`config.mk`:
```
export PLATFORM = sky130hd
export DESIGN_NAME = window_reuse_ctrl
export DESIGN_NICKNAME = d
export VERILOG_FILES = /design/src/rtl/window_reuse_ctrl.sv
export SDC_FILE = /design/constraint.sdc
export NUM_CORES = 1
export LEC_CHECK = 0
export ABC_AREA = 1
export BUFFER_PORTS_ARGS = -buffer_cell sky130_fd_sc_hd__buf_4
export CAP_MARGIN = 20
export CORE_AREA = 8 8 45 47
export CTS_BUF_LIST = sky130_fd_sc_hd__clkbuf_16
export CTS_CLUSTER_DIAMETER = 30
export DETAILED_ROUTE_END_ITERATION = 6
export DIE_AREA = 0 0 53 55
export SYNTH_ARGS = -nofsm -noshare
export SYNTH_HDL_FRONTEND = slang
export SYNTH_SLANG_ARGS = --single-unit
export TNS_END_PERCENT = 1
```
`constraint.sdc`:
```
create_clock -name clk -period 3.2 [get_ports clk]
set_input_delay 0.64 -clock clk [delete_from_list [all_inputs] [get_ports clk]]
set_output_delay 0.64 -clock clk [all_outputs]
set_load 0.1 [all_outputs]
```
`src/rtl/window_reuse_ctrl.sv`:
```
module window_reuse_ctrl #(
  parameter int K = 3
) (
  input  logic                 clk,
  input  logic                 rst_n,
  input  logic                 step_i,
  input  logic                 row_start_i,
  output logic [K*K-1:0]       req_mask_o,
  output logic [K*K-1:0]       slot_we_o,
  output logic [K*((K>1)?$clog2(K):1)-1:0] sel_o
);
  localparam int CW    = (K > 1) ? $clog2(K) : 1;
  localparam int SLOTS = K * K;

  logic [CW-1:0]    ptr;
  logic             full_pend;
  logic [SLOTS-1:0] col_mask;

  wire full_now = row_start_i | full_pend;

  for (genvar c = 0; c < K; c++) begin : g_col
    assign col_mask[c*K +: K] = {K{ptr == CW'(c)}};
  end

  assign req_mask_o = !step_i ? '0 : (full_now ? '1 : col_mask);

  for (genvar j = 0; j < K; j++) begin : g_sel
    wire [CW:0] raw = {1'b0, ptr} + (CW+1)'(j);
    assign sel_o[j*CW +: CW] = (raw >= (CW+1)'(K)) ? CW'(raw - (CW+1)'(K)) : CW'(raw);
  end

  always_ff @(posedge clk) begin
    if (!rst_n) begin
      ptr       <= '0;
      full_pend <= 1'b1;
      slot_we_o <= '0;
    end else begin
      slot_we_o <= req_mask_o;
      if (step_i) begin
        full_pend <= 1'b0;
        if (full_now)                 ptr <= '0;
        else if (ptr == CW'(K - 1))   ptr <= '0;
        else                          ptr <= ptr + 1'b1;
      end else if (row_start_i) begin
        full_pend <= 1'b1;
        ptr       <= '0;
      end
    end
  end
endmodule

```
# Yosys cells after proc, flatten, opt, wreduce, memory -nomap -nowiden
# Cells that the tools add are included.
dict set report op_classes {
  eq_ne 2
  shift 0
  order_cmp 3
  muxes 11
  bitwise 1
  mul 0
  addsub 6
  n_reduce_logical 2
  n_div 0
}
# operator count
set ops {}
lappend ops {{two-way mux 9 bit} 2}
lappend ops {{two-way mux 2 bit} 7}
lappend ops {{greater-or-equal comparator 3 x 2 -> 1 bit (second input constant)} 2}
lappend ops {{subtractor 2 bit (second input constant)} 3}
lappend ops {{adder 2 x 1 -> 3 bit (second input constant)} 1}
lappend ops {{adder 2 x 2 -> 3 bit (second input constant)} 1}
lappend ops {{adder 2 x 1 -> 2 bit (second input constant)} 1}
lappend ops {{equality test 2 x 1 -> 1 bit (second input constant)} 1}
lappend ops {{equality test 2 bit (second input constant)} 1}
lappend ops {{greater-or-equal comparator 2 bit (second input constant)} 1}
lappend ops {{zero test 2 bit} 1}
lappend ops {{two-way mux 1 bit} 2}
lappend ops {{nonzero test 2 bit} 1}
lappend ops {{OR 1 bit} 1}
dict set report word_totals {
  elab_cells 28
  ram_bits 0
  out_inout_bits 24
  regBits 12
  rom_bits 0
  latchBits 0
  memories 0
}

# Depth between registers and ports, before layout
# Gate-level depths: netlist (run 1).
dict set report logic_depth {
  word_depth 4
  mapped_depth 6
  mapped_depth_nobuf 6
}

# Least setup slack after synthesis (run 1)
# Ideal clock, no wire load.
dict set report synth_timing {
  path_type {input to output}
  startpoint {in row_start_i}
  endpoint {out req_mask_o[1]}
  required_time_ns 2.560
  path_stages 3
  n_path_buf 1
  slack_ns 0.644
  arrival_time_ns 1.916
  cell_sequence {o21ai_2 nand2_1 buf_4}
}
dict set report synth_between {
  elab_chain_cells 3
}
# element line
set synth_lines {}
lappend synth_lines {{from (decl)} 7} ;# input logic row_start_i,
lappend synth_lines {{OR 1 bit} 19} ;# wire full_now = row_start_i | full_pend;
lappend synth_lines {{two-way mux 9 bit (2 in a row)} 25} ;# assign req_mask_o = !step_i ? '0 : (full_now ? '1 : col_mask);
lappend synth_lines {{to (decl)} 8} ;# output logic [K*K-1:0] req_mask_o,
# Every way passes these cells.

# Worst setup path after layout (run 1)
dict set report layout_timing {
  startpoint {in row_start_i}
  endpoint {out req_mask_o[4]}
}
# Same word-level chain as after synthesis.

==> flow_metrics.tcl, run 1 <==
set metrics [dict create \
    status "completed" \
    yosysWarnings 0 \
    setup_ws_ns 1.197 \
    hold_viol 0 \
    grt_max_degree 7 \
    worstPathMaxFanout 6 \
    drtIter0Drc 9 \
    core_sq_um 1384 \
    fin_crit_sh_pct 62.58 \
    maxCapViolations 0 \
    final_antenna_net_count 0 \
    synth.avg_cell_area_sq_um 7.875 \
    dp_hpwl_microns 786.7 \
    rows 14 \
    synthArstFlopShare_pct 0 \
    dpl_cell_area_sq_um 511.7 \
    cts_buffers 3 \
    synthToLayoutAreaGrowth_pct 46.11 \
    ys_types 9 \
    fin_skew_ns 0.002487 \
    hold_class "register to register" \
    die_h_microns 55 \
    p_per_area_nw_per_um2 762.5 \
    h-tree-depth 1 \
    die_area_sq_um 2915 \
    grt.overflow.total 0 \
    grt_pass1_wl_microns 1380 \
    clock_latency_ns 0.23 \
    cp_data_arrival_time_ns 1.36 \
    wire_per_inst_microns 11.57 \
    antenna_cells 0 \
    vias 346 \
    synth_area_leaders "dfxtp_1 30%, buf_4 28%, ha_1 16%" \
    synth_top_flop_cell "dfxtp_1" \
    ioPinCount 28 \
    port_buffers 27 \
    drv_slew 0 \
    ctsLongestPathBuffers 2 \
    p_leak_nw 0.3079 \
    post-route-drc-count 0 \
    tightestPinTransition_ns 0.2819 \
    die-width_microns 53 \
    rsz0062_at_grt "false" \
    end_kind "primary output" \
    nets 77 \
    synth_common_cells "15 x buf_4, 10 x nand2_1, 6 x dfxtp_1, 6 x inv_1" \
    crit_required_ns 2.56 \
    synth_area_sq_um 401.6 \
    clockRootBuffer "clkbuf_16" \
    cp-start-kind "primary input" \
    yosysMostFrequentCell "buf_4" \
    antenna_found_initial 0 \
    fmax_mhz 499.4 \
    ctsHoldBuffers 0 \
    vias_per_cell 4.220 \
    ys_ff_latch 6 \
    vdd_drop_max_uv 301.8 \
    critPathKind "primary input to primary output" \
    dpl_worst_slack_ns 1.190 \
    initial_core_util_pct 29.02 \
    postCtsSetupBuffers 0 \
    syn_nets 60 \
    grt_pass1_vias 323 \
    cts-resized-gates 0 \
    clk_pin_slew_ns 0.03 \
    min_period_ns 2.003 \
    yosysSeqAreaShare_pct 29.91 \
    drt-pass1-iter-count 4 \
    synth_edf_count 0 \
    totalPowerFinal_uw 447.5 \
    tns_ns 0 \
    clock_sinks 6 \
    synth_area_leader_cell "dfxtp_1" \
    track_usage_pct 7.158 \
    fin_area_sq_um 586.8 \
    drive_gt1_share_pct 46.97 \
    cts_tree "done" \
    synth_top_area_share_pct 29.91 \
    gp_congestion 0.7617 \
    detail_route.wirelength_microns 949 \
    synth_cells 51 \
    slew_headroom_pct 81.36 \
    setup_violations 0 \
]
## stage by stage
| stage | hold slack, ns | util, % | std cells |
|---|---|---|---|
| 2_1_floorplan | 0.4761 | - | 51 |
| 3_3_place_gp | 0.5028 | 36.98 | 79 |
| 3_5_place_dp | 0.5055 | 36.98 | 79 |
| 4_1_cts | 0.5098 | 42.41 | 82 |
| 5_1_grt | 0.5413 | 42.41 | 82 |
| 6_report | 0.5055 | 42.41 | 82 |
## flip-flops by register name, indices dropped and copies added, names as in the netlist
signal and flops:
ptr 2, full_pend 1, slot_we_o 3
## worst max-delay path: stages
cell and delay [ns]:
buf_4 0.12, o21ai_2 0.20, nand2_1 0.14, buf_4 0.26
## metal layers
| metal | routed length, microns | up-vias | track usage (%) |
|---|---|---|---|
| met5 | 0 | - | 0 |
| met4 | 36 | 0 | 7.759 |
| met3 | 177 | 4 | 6.684 |
| met2 | 430 | 21 | 10.94 |
| met1 | 304 | 148 | 4.863 |
| li1 | - | 173 | - |
## cell usage in the layout, fill, tap and decap left out
| cell | count |
|---|---|
| o21ai_2 | 1 |
| buf_4 | 27 |
| o21ai_0 | 1 |
| a21oi_1 | 5 |
| inv_1 | 6 |
| dfxtp_1 | 6 |
| clkbuf_16 | 3 |
| nand2_1 | 10 |
| ha_1 | 5 |
| nor2_1 | 2 |
## kinds of logic (layout without fill, tap and decap cells)
group / Yosys count / after routing / share of synthesized area [%]
fa+ha+maj: 5 / 5 / 15.58
flops: 6 / 6 / 29.91
buf+inv: 21 / 36 / 33.64
compound gates: 7 / 7 / 9.656
simple gates: 12 / 12 / 11.22
## path summary, 6_finish.rpt
kind | endpoint | slack, ns | depth (start not counted) | startpoint
worst max-delay path | req_mask_o[4] | 1.20 | 4 | row_start_i
worst min-delay path | ptr[0]$_SDFFE_PN0P_ | 0.51 | 2 | ptr[0]$_SDFFE_PN0P_
worst max register to register | ptr[0]$_SDFFE_PN0P_ | 2.16 | 6 | ptr[0]$_SDFFE_PN0P_
worst min register to register | ptr[0]$_SDFFE_PN0P_ | 0.51 | 2 | ptr[0]$_SDFFE_PN0P_
## layout make-up
| cell class | instances | area, sq um |
|---|---|---|
| Sequential cell | 6 | 120.1 |
| Fill cell | 140 | 797.0 |
| Clock buffer | 3 | 75.07 |
| Inverter | 6 | 22.52 |
| Multi-Input combinational cell | 24 | 146.4 |
| Tap cell | 16 | 20.02 |
| Timing Repair Buffer | 27 | 202.7 |
## power breakdown
group	total [mW]	internal, mW	switching (mW)
clock	0.201	0.160	0.0410
combinational	0.165	0.0260	0.139
sequential	0.0815	0.0790	0.00253
total	0.447	0.265	0.182
Note: power is estimated with default switching activity, not from simulation.
==> run 2, diff against run 1 <==
Clock period 3.2 ns to 1.65 ns, I/O delays scaled along.
==> flow_metrics.tcl, run 2 (synthesis results as in run 1) <==
set metrics [dict create \
    status "completed" \
    initial_core_util_pct 29.02 \
    ctsLongestPathBuffers 2 \
    ioPinCount 28 \
    vias 342 \
    fmax_mhz 634.5 \
    crit_family "compound AO/OA/AOI/OAI gates" \
    cts_buffers 3 \
    ctsHoldBuffers 0 \
    clk_pin_slew_ns 0.03 \
    reg_top3 "slot_we_o: 3 flops, ptr: 2 flops, full_pend: 1 flops" \
    final_cell_mix "16 x buf_4, 6 x buf_12, 5 x nand2_1, 5 x a21oi_1, 4 x dfxtp_1" \
    largest_reg_flops 3 \
    p_leak_nw 0.3488 \
    crit_cells 3 \
    grt.overflow.total 0 \
    hold_ws_ns 0.3128 \
    seqCellArea_sq_um 122.6 \
    cp_cell_sequence "o21ai_2, nand2_2, buf_6" \
    maxCapViolations 0 \
    multi_input_area_sq_um 186.4 \
    synthToLayoutAreaGrowth_pct 82.87 \
    place_inst 79 \
    antenna_cells 0 \
    top_register "slot_we_o" \
    totalPowerFinal_uw 908.6 \
    clock_sinks 6 \
    rsz0062_at_grt "true" \
    grt_max_degree 7 \
    drv_slew 0 \
    detail_route.wirelength_microns 965 \
    cp-start-kind "register" \
    clock_latency_ns 0.23 \
    die-width_microns 53 \
    rows 14 \
    cp_data_arrival_time_ns 1.25 \
    drive_gt1_share_pct 66.67 \
    fin_crit_sh_pct 95.51 \
    critPathKind "register to primary output" \
    setup_violations 0 \
    ff2ff_path_depth 6 \
    max_stage_delay_ns 0.34 \
    tightestPinTransition_ns 0.3831 \
    layout_commonest_cell "buf_4" \
    die_h_microns 55 \
    antenna_found_initial 0 \
    post-route-drc-count 0 \
    worstPathMaxFanout 6 \
    core_sq_um 1384 \
    crit_required_ns 1.32 \
    hold_class "primary input to register" \
    cp_num_buf_inv 1 \
    wire_per_inst_microns 11.77 \
    vdd_drop_max_uv 767.6 \
    grt_pass1_wl_microns 1462 \
    h-tree-depth 1 \
    slew_headroom_pct 74.46 \
    nFillCells 134 \
    vias_per_cell 4.171 \
    drt-pass1-iter-count 2 \
    final_antenna_net_count 0 \
    hold_path_depth 2 \
    port_buffers 27 \
    cp_slowest_cell "o21ai_2" \
    clockRootBuffer "clkbuf_16" \
    nets 77 \
    p_per_area_nw_per_um2 1237 \
    min_period_ns 1.576 \
    cts_tree "done" \
    end_kind "primary output" \
    fin_skew_ns 0.001296 \
    gp_congestion 0.7429 \
    hold_viol 0 \
    track_usage_pct 7.432 \
    postCtsSetupBuffers 0 \
    grt_pass1_vias 325 \
    dp_hpwl_microns 786.9 \
    fin_cells 82 \
    drtIter0Drc 3 \
    die_area_sq_um 2915 \
]
## run 2: cell count changes in the layout (fill, tap and decap cells not counted), sizes merged
cell,delta
inv,-1
clkinvlp,+1
## run 2: power by group
group	leakage, nW	internal (mW)	switching (mW)
Clock	0.0370	0.310	0.0748
Combinational	0.261	0.0850	0.280
Sequential	0.0505	0.153	0.00511
Total	0.349	0.549	0.360
## run 2: routing by layer
| metal | routed length (microns) | vias up | global-route usage (%) |
|---|---|---|---|
| li1 | - | 171 | - |
| met1 | 275 | 145 | 6.079 |
| met2 | 484 | 21 | 10.74 |
| met3 | 173 | 5 | 6.952 |
| met4 | 31 | 0 | 6.466 |
| met5 | 0 | - | 0 |
## run 2: final timing paths
kind | startpoint | slack [ns] | end
max | full_pend$_SDFFE_PN1P_ | 0.07 | req_mask_o[2]
min | rst_n | 0.31 | full_pend$_SDFFE_PN1P_
max reg2reg | ptr[1]$_SDFFE_PN0P_ | 0.68 | ptr[1]$_SDFFE_PN0P_
min reg2reg | ptr[1]$_SDFFE_PN0P_ | 0.50 | ptr[1]$_SDFFE_PN0P_
## run 2: final cells by class
cell class | instances | share of cell area, %
tap | 16 | 2.726
inverter | 6 | 3.578
sequential | 6 | 16.70
timing repair buffer | 27 | 41.40
multi-input combinational | 24 | 25.38
clock buffer | 3 | 10.22
## run 2: worst register-to-register path, stage by stage, from the launching register on
cell     delay, ns
dfxtp_2       0.35
inv_2         0.07
ha_1          0.19
nand2_2       0.10
inv_1         0.05
nand2_1       0.05
a21oi_1       0.06
## run 2: timing repair
item	in CTS	in global routing
pin swaps	0	0
endpoints found under the setup margin	11	11
gates resized for setup	2	32
## run 2: per-stage QoR
step / setup TNS (ns) / utilization (%) / cell area, sq um / setup slack, ns
6_report: 0 / 53.07 / 734.5 / 0.07401
5_1_grt: -0.05583 / 53.07 / 734.5 / -0.01928
4_1_cts: -0.2076 / 44.12 / 610.6 / -0.03044
3_5_place_dp: 0 / 38.16 / 528.0 / 0.1763
3_3_place_gp: 0 / 38.16 / 528.0 / 0.1945
2_1_floorplan: -1.216 / - / 417.9 / -0.2591
